`src/rtl/wht_pkg.sv`:
```
package wht_pkg;
  localparam int unsigned WHT_N = 4;

  typedef enum logic {
    ST_FILL,
    ST_SHOW
  } wht_state_e;
endpackage

```
`src/rtl/wht_row_pass.sv`:
```
module wht_row_pass #(
  parameter int unsigned DATA_W = 16,
  parameter int unsigned ROW_W  = DATA_W + 4
) (
  input  logic [4*DATA_W-1:0] row_i,
  output logic [4*ROW_W-1:0]  row_o
);
  function automatic logic signed [DATA_W-1:0] sat(input logic [DATA_W:0] v);
    if (v[DATA_W] != v[DATA_W-1])
      return v[DATA_W] ? {1'b1, {(DATA_W-1){1'b0}}} : {1'b0, {(DATA_W-1){1'b1}}};
    return v[DATA_W-1:0];
  endfunction

  function automatic logic signed [ROW_W-1:0] ext(input logic signed [DATA_W-1:0] v);
    return {{(ROW_W-DATA_W){v[DATA_W-1]}}, v};
  endfunction

  logic signed [DATA_W-1:0] x0, x1, x2, x3;
  logic signed [DATA_W-1:0] s_ev, s_od, d_ev, d_od;
  logic signed [ROW_W-1:0]  a1, b1, c1, d1;
  logic                     a_nz;

  assign x0 = row_i[0*DATA_W +: DATA_W];
  assign x1 = row_i[1*DATA_W +: DATA_W];
  assign x2 = row_i[2*DATA_W +: DATA_W];
  assign x3 = row_i[3*DATA_W +: DATA_W];

  // saturating pair stage
  assign s_ev = sat({x0[DATA_W-1], x0} + {x2[DATA_W-1], x2});
  assign s_od = sat({x1[DATA_W-1], x1} + {x3[DATA_W-1], x3});
  assign d_ev = sat({x0[DATA_W-1], x0} - {x2[DATA_W-1], x2});
  assign d_od = sat({x1[DATA_W-1], x1} - {x3[DATA_W-1], x3});

  assign a1 = ext(s_ev) <<< 2;
  assign d1 = ext(s_od) <<< 2;
  assign b1 = ext(d_ev) <<< 2;
  assign c1 = ext(d_od) <<< 2;

  assign a_nz = (s_ev != '0);

  assign row_o[0*ROW_W +: ROW_W] = a1 + d1 + {{(ROW_W-1){1'b0}}, a_nz};
  assign row_o[1*ROW_W +: ROW_W] = b1 + c1;
  assign row_o[2*ROW_W +: ROW_W] = b1 - c1;
  assign row_o[3*ROW_W +: ROW_W] = a1 - d1;
endmodule

```
`src/rtl/wht_col_pass.sv`:
```
module wht_col_pass #(
  parameter int unsigned DATA_W = 16,
  parameter int unsigned ROW_W  = DATA_W + 4
) (
  input  logic [4*ROW_W-1:0]  col_i,
  output logic [4*DATA_W-1:0] col_o
);
  localparam int unsigned COL_W = ROW_W + 2;

  function automatic logic signed [COL_W-1:0] ext(input logic signed [ROW_W-1:0] v);
    return {{(COL_W-ROW_W){v[ROW_W-1]}}, v};
  endfunction

  function automatic logic signed [DATA_W-1:0] rnd(input logic signed [COL_W-1:0] v);
    logic signed [COL_W-1:0] t;
    t = v + COL_W'(3) + {{(COL_W-1){1'b0}}, v[COL_W-1]};
    t = t >>> 3;
    return t[DATA_W-1:0];
  endfunction

  logic signed [COL_W-1:0] p0, p1, p2, p3;
  logic signed [COL_W-1:0] e, f, g, h;

  assign p0 = ext(col_i[0*ROW_W +: ROW_W]);
  assign p1 = ext(col_i[1*ROW_W +: ROW_W]);
  assign p2 = ext(col_i[2*ROW_W +: ROW_W]);
  assign p3 = ext(col_i[3*ROW_W +: ROW_W]);

  assign e = p0 + p2;
  assign f = p1 + p3;
  assign g = p0 - p2;
  assign h = p1 - p3;

  assign col_o[0*DATA_W +: DATA_W] = rnd(e + f);
  assign col_o[1*DATA_W +: DATA_W] = rnd(g + h);
  assign col_o[2*DATA_W +: DATA_W] = rnd(g - h);
  assign col_o[3*DATA_W +: DATA_W] = rnd(e - f);
endmodule

```
`src/rtl/wht_ctrl.sv`:
```
module wht_ctrl
  import wht_pkg::*;
#(
  parameter int unsigned ROWS  = WHT_N,
  parameter int unsigned IDX_W = $clog2(ROWS)
) (
  input  logic             clk_i,
  input  logic             rst_ni,
  input  logic             in_valid_i,
  input  logic             out_ready_i,
  output logic             in_ready_o,
  output logic             out_valid_o,
  output logic             wr_en_o,
  output logic [IDX_W-1:0] wr_idx_o
);
  wht_state_e       state_q;
  logic [IDX_W-1:0] cnt_q;
  logic             last_row;

  assign in_ready_o  = (state_q == ST_FILL);
  assign out_valid_o = (state_q == ST_SHOW);
  assign wr_en_o     = in_valid_i && in_ready_o;
  assign wr_idx_o    = cnt_q;
  assign last_row    = (cnt_q == IDX_W'(ROWS-1));

  always_ff @(posedge clk_i or negedge rst_ni) begin
    if (!rst_ni) begin
      state_q <= ST_FILL;
      cnt_q   <= '0;
    end else begin
      case (state_q)
        ST_FILL: if (wr_en_o) begin
          cnt_q <= last_row ? '0 : cnt_q + 1'b1;
          if (last_row) state_q <= ST_SHOW;
        end
        ST_SHOW: if (out_ready_i) state_q <= ST_FILL;
        default: state_q <= ST_FILL;
      endcase
    end
  end
endmodule

```
`src/rtl/wht4x4_fwd.sv`:
```
module wht4x4_fwd
  import wht_pkg::*;
#(
  parameter int unsigned DATA_W = 16
) (
  input  logic                          clk_i,
  input  logic                          rst_ni,
  input  logic                          in_valid_i,
  output logic                          in_ready_o,
  input  logic [WHT_N*DATA_W-1:0]       in_row_i,
  output logic                          out_valid_o,
  input  logic                          out_ready_i,
  output logic [WHT_N*WHT_N*DATA_W-1:0] out_data_o
);
  localparam int unsigned ROW_W = DATA_W + 4;
  localparam int unsigned IDX_W = $clog2(WHT_N);

  logic                     wr_en;
  logic [IDX_W-1:0]         wr_idx;
  logic [WHT_N*ROW_W-1:0]   row_res;
  logic [WHT_N*ROW_W-1:0]   rowbuf_q [WHT_N];

  wht_ctrl #(.ROWS(WHT_N), .IDX_W(IDX_W)) u_ctrl (
    .clk_i       (clk_i),
    .rst_ni      (rst_ni),
    .in_valid_i  (in_valid_i),
    .out_ready_i (out_ready_i),
    .in_ready_o  (in_ready_o),
    .out_valid_o (out_valid_o),
    .wr_en_o     (wr_en),
    .wr_idx_o    (wr_idx)
  );

  wht_row_pass #(.DATA_W(DATA_W), .ROW_W(ROW_W)) u_row (
    .row_i (in_row_i),
    .row_o (row_res)
  );

  for (genvar r = 0; r < WHT_N; r++) begin : g_buf
    always_ff @(posedge clk_i) begin
      if (wr_en && wr_idx == IDX_W'(r)) rowbuf_q[r] <= row_res;
    end
  end

  for (genvar c = 0; c < WHT_N; c++) begin : g_col
    logic [WHT_N*ROW_W-1:0]  col_in;
    logic [WHT_N*DATA_W-1:0] col_out;

    for (genvar r = 0; r < WHT_N; r++) begin : g_gather
      assign col_in[r*ROW_W +: ROW_W] = rowbuf_q[r][c*ROW_W +: ROW_W];
      assign out_data_o[(r*WHT_N+c)*DATA_W +: DATA_W] = col_out[r*DATA_W +: DATA_W];
    end

    wht_col_pass #(.DATA_W(DATA_W), .ROW_W(ROW_W)) u_col (
      .col_i (col_in),
      .col_o (col_out)
    );
  end
endmodule

```
`config.mk`:
```
export PLATFORM = sky130hd
export DESIGN_NAME = wht4x4_fwd
export DESIGN_NICKNAME = d
export VERILOG_FILES = /design/src/rtl/wht_pkg.sv /design/src/rtl/wht_row_pass.sv /design/src/rtl/wht_col_pass.sv /design/src/rtl/wht_ctrl.sv /design/src/rtl/wht4x4_fwd.sv
export SDC_FILE = /design/constraint.sdc
export NUM_CORES = 2
export LEC_CHECK = 0
export CELL_PAD_IN_SITES_DETAIL_PLACEMENT = 2
export CELL_PAD_IN_SITES_GLOBAL_PLACEMENT = 2
export CORE_ASPECT_RATIO = 0.75
export CORE_MARGIN = 8
export CORE_UTILIZATION = 34
export CTS_CLUSTER_DIAMETER = 100
export CTS_CLUSTER_SIZE = 28
export DETAILED_ROUTE_END_ITERATION = 8
export PLACE_DENSITY = 0.86
export SLEW_MARGIN = 30
export SYNTH_ARGS = -nofsm -noshare
export SYNTH_HDL_FRONTEND = slang
export SYNTH_SLANG_ARGS = --single-unit
```
`constraint.sdc`:
```
create_clock -name clk_i -period 6.2 [get_ports clk_i]
set_input_delay 1.24 -clock clk_i [delete_from_list [all_inputs] [get_ports clk_i]]
set_output_delay 1.24 -clock clk_i [all_outputs]
set_load 0.1 [all_outputs]
```
==> results of run 1 <==
## through the flow
step           setup TNS, ps  utilization (%)  cells  hold WS (ps)
2_1_floorplan         -13540                -   5671           571
3_3_place_gp         -208610             51.9   9175           562
3_5_place_dp         -629690             51.9   9175           579
## Yosys cell counts, types with 43 or more instances
cell      number  area, sq um
o21bai_1     109          818
a31oi_1       48          300
nor2_1       472         1770
ha_1         714         8930
o31ai_1       60          450
inv_1        635         2380
a21oi_1      445         2230
xor2_1       219         1920
and2_1        54          338
nand2b_1      95          594
xnor2_1      555         4860
a211oi_1      51          383
clkbuf_1     146          548
and3_1        43          269
nor3_1       173          866
nor2b_1      110          688
o21a_1        71          533
nand2_1      235          882
edfxtp_1     268         8050
nand3_1       94          470
a21o_1       111          833
or3_1         75          469
o21ai_0      223         1120
## logic make-up after synthesis
| family | synth area share, % |
|---|---|
| multiplexers | 0.315 |
| adder cells (fa/ha/maj) | 21.8 |
| AND/OR/NAND/NOR | 17.2 |
| AO/OA/AOI/OAI | 21.2 |
| buffers and inverters | 6.86 |
| flip-flops | 17.8 |
| XOR/XNOR | 14.8 |
==> flow_metrics.env, run 1 <==
export IMPL_gp_congestion=0.986
export IMPL_error="[ERROR DPL-0033] detailed placement checks failed during check placement."
export IMPL_stop_stage="clock tree synthesis"
export IMPL_die_w_um=439
export IMPL_io_buffers=325
export IMPL_synth_seq_cells=271
export IMPL_status="did not finish"
export IMPL_row_count=116
export IMPL_syn_inst=5671
export IMPL_htreeDepth=1
export IMPL_io_pins=326
export IMPL_synth_edf_count=268
export IMPL_clockBufferDepth=3
export IMPL_placed_cell_area_sq_um=69200
export IMPL_pre_cts_ws_ps=-2710
export IMPL_synth_area_sq_um=45700
export IMPL_synth_seq_area_share_pct=17.8
export IMPL_clockRootBuffer="clkbuf_16"
export IMPL_dieHeight_um=333
export IMPL_syn_nets=6493
export IMPL_ctsResizeCount=1386
export IMPL_start_util_pct=34.3
export IMPL_postCtsHoldBufs=0
export IMPL_synth_yosys_warnings=0
export IMPL_cts_made_buffers=21
export IMPL_avgSynthCellArea_sq_um=8.06
export IMPL_cts_setup_buffers=370
export IMPL_async_flop_share_pct=1.11
export IMPL_cts_sinks=271
export IMPL_synth_cell_types=104
export IMPL_synthFlopType="edfxtp_1"
export IMPL_hpwl_mm=283
==> run 2, diff against run 1 <==
==> config.mk (replaced) <==
export PLATFORM = sky130hd
export DESIGN_NAME = wht4x4_fwd
export DESIGN_NICKNAME = d
export VERILOG_FILES = /design/src/rtl/wht_pkg.sv /design/src/rtl/wht_row_pass.sv /design/src/rtl/wht_col_pass.sv /design/src/rtl/wht_ctrl.sv /design/src/rtl/wht4x4_fwd.sv
export SDC_FILE = /design/constraint.sdc
export NUM_CORES = 2
export LEC_CHECK = 0
export CORE_MARGIN = 8
export CORE_UTILIZATION = 40
export DETAILED_ROUTE_END_ITERATION = 8
export PLACE_DENSITY_LB_ADDON = 0.15
export SLEW_MARGIN = 30
export SYNTH_ARGS = -nofsm -noshare
export SYNTH_HDL_FRONTEND = slang
export SYNTH_SLANG_ARGS = --single-unit
==> constraint.sdc (replaced) <==
create_clock -name clk_i -period 8.1 [get_ports clk_i]
set_input_delay 1.62 -clock clk_i [delete_from_list [all_inputs] [get_ports clk_i]]
set_output_delay 1.62 -clock clk_i [all_outputs]
set_load 0.1 [all_outputs]
==> flow_metrics.env, run 2 <==
export IMPL_status="finished clean"
export IMPL_drv_slew=0
export IMPL_io_pins=326
export IMPL_post_route_period_util_pct=97.0
export IMPL_placed_cell_area_sq_um=52400
export IMPL_diodes=0
export IMPL_grt_max_degree=62
export IMPL_syn_nets=6493
export IMPL_synthFlopType="edfxtp_1"
export IMPL_cts_sinks=271
export IMPL_setup_viol=0
export IMPL_synth_area_sq_um=45700
export IMPL_dieArea_sq_um=125000
export IMPL_grt_overflow_total=0
export IMPL_cap_violations=0
export IMPL_cp_required_ps=6480
export IMPL_crit_fanout=3
export IMPL_synth_top_cell_by_area="ha_1"
export IMPL_clockRootBuffer="clkbuf_16"
export IMPL_cp_start_kind="flip-flop"
export IMPL_max_freq_mhz=127
export IMPL_clockBufferDepth=3
export IMPL_postCtsHoldBufs=0
export IMPL_io_buffers=325
export IMPL_dieHeight_um=354
export IMPL_design_area_sq_um=54800
export IMPL_grt_total_usage_pct=21.2
export IMPL_rsz0062_at_grt="yes"
export IMPL_synth_most_common_cell="ha_1"
export IMPL_postRouteAntennaNets=0
export IMPL_first_pass_iters=6
export IMPL_grt_pass1_wl_mm=217
export IMPL_regMostFlops="rowbuf_q"
export IMPL_antenna_found_initial=0
export IMPL_hpwl_mm=122
export IMPL_critPathCaptureType="primary output"
export IMPL_final_cell_mix="ha_1, inv_1, xnor2_1, nor2_1, a21oi_1"
export IMPL_cts_made_buffers=31
export IMPL_nets=6822
export IMPL_htreeDepth=1
export IMPL_crit_arrival_ps=6240
export IMPL_syn_inst=5671
export IMPL_avgSynthCellArea_sq_um=8.06
export IMPL_grt_pass1_vias=38300
export IMPL_synth_cell_types=104
export IMPL_drtIter0Drc=2926
export IMPL_drc=0
export IMPL_period_needed_ps=7860
export IMPL_crit_type="flip-flop to primary output"
export IMPL_pre_cts_ws_ps=48.8
export IMPL_ys_top_cells_by_count="ha_1, inv_1, xnor2_1"
export IMPL_area_growth_pct=19.9
export IMPL_layout_drive_gt1_share_pct=11.9
export IMPL_clk_pin_slew_ps=60
export IMPL_vias=40800
export IMPL_synth_area_leaders="ha_1, edfxtp_1, xnor2_1"
export IMPL_timing_slew_headroom_pct=30.8
export IMPL_largest_reg_flops=268
export IMPL_fin_skew_ps=8.22
export IMPL_final_common_cell="ha_1"
export IMPL_timing_final_ws_setup_ps=240
export IMPL_core_area_sq_um=114000
export IMPL_synth_seq_cells=271
export IMPL_synth_seq_area_share_pct=17.8
export IMPL_synth_edf_count=268
export IMPL_gp_congestion=0.930
export IMPL_start_util_pct=40.1
export IMPL_vias_per_cell=5.42
export IMPL_row_count=124
export IMPL_die_w_um=354
export IMPL_min_path_type="flip-flop to flip-flop"
export IMPL_synth_yosys_warnings=0
export IMPL_hold_viol=0
export IMPL_tritoncts="done"
export IMPL_tightest_slew_ps=1010
export IMPL_clk_latency_ps=570
export IMPL_synth_top_area_share_pct=19.6
export IMPL_async_flop_share_pct=1.11
export IMPL_holdWs_ps=569
export IMPL_wl_per_cell_um=18.9
export IMPL_routed_wl_mm=142
==> run 2: logic make-up (layout without fill, tap and decap cells) <==
group	count (synthesis)	count (layout)	share of synthesized area [%]
flip-flops	271	271	17.8
AO/OA/AOI/OAI	1460	1460	21.2
adder cells (fa/ha/maj)	778	778	21.8
buffers and inverters	824	1176	6.86
AND/OR/NAND/NOR	1550	1550	17.2
XOR/XNOR	774	774	14.8
multiplexers	14	14	0.315
==> run 2: per-layer routing <==
layer  track usage [%]  part of all wire [%]
met2              36.2                    47
met1              29.9                    48
met4              2.35                   1.2
met5                 0                     0
met3              1.73                   4.6
==> run 2: critical path: stages (launching register included) <==
cell and delay (ps):
edfxtp_1 450, ha_1 350, nor2b_1 150, o21ai_2 170, a21oi_2 90, o21a_2 240, o2111a_2 290, o31ai_4 190
buf_6 140, nor2_1 50, a2111oi_2 270, buf_4 190, o21bai_2 70, o31ai_2 270, ha_1 310, nor3_2 220
nand3_2 150, o41ai_4 360, o211ai_1 220, or4_4 560, nor4_4 250, nor2b_2 200, xnor2_1 130, bufbuf_16 340
==> run 2: path summary, 6_finish.rpt <==
kind	startpoint	endpoint	slack (ps)	depth (start not counted)
max in group asynchronous	rst_ni	u_ctrl.wr_idx_o[1]$_DFFE_PN0P_	6720	1
min in group asynchronous	rst_ni	u_ctrl.out_valid_o$_DFF_PN0_	1230	1
hold reg to reg	u_ctrl.out_valid_o$_DFF_PN0_	u_ctrl.out_valid_o$_DFF_PN0_	570	2
setup / recovery	rowbuf_q[2][2]$_DFFE_PP_	out_data_o[137]	240	23
setup reg to reg	u_ctrl.out_valid_o$_DFF_PN0_	rowbuf_q[1][59]$_DFFE_PP_	5700	3
hold / removal	u_ctrl.out_valid_o$_DFF_PN0_	u_ctrl.out_valid_o$_DFF_PN0_	570	2
==> run 2: what timing repair did <==
item,4_1_cts,5_1_grt
endpoints found under the hold margin,0,0
buffers inserted,10,34
setup endpoints to repair,100,148
gates resized for setup,58,154
pin swaps,20,62
==> run 2: cell type report <==
cell class / instances / area [sq um]
Fill cell: 11200 / 59100
Multi-Input combinational cell: 4576 / 35500
Sequential cell: 271 / 8120
Timing Repair Buffer: 479 / 5890
Inverter: 641 / 2410
Tap cell: 1512 / 1890
Clock buffer: 32 / 779
Clock inverter: 24 / 231
==> run 2: metrics by stage <==
stage,TNS (ps),util [%],instances
6_report,0,48.1,7535
5_1_grt,-648,48.1,7535
4_1_cts,0,47.2,7499
3_5_place_dp,0,46.0,7433
3_3_place_gp,0,46.0,7433
2_1_floorplan,0,-,5671
Power of run 2 is not shown: default switching activity piles up to over one toggle a cycle in this logic, so the estimate is an artifact.
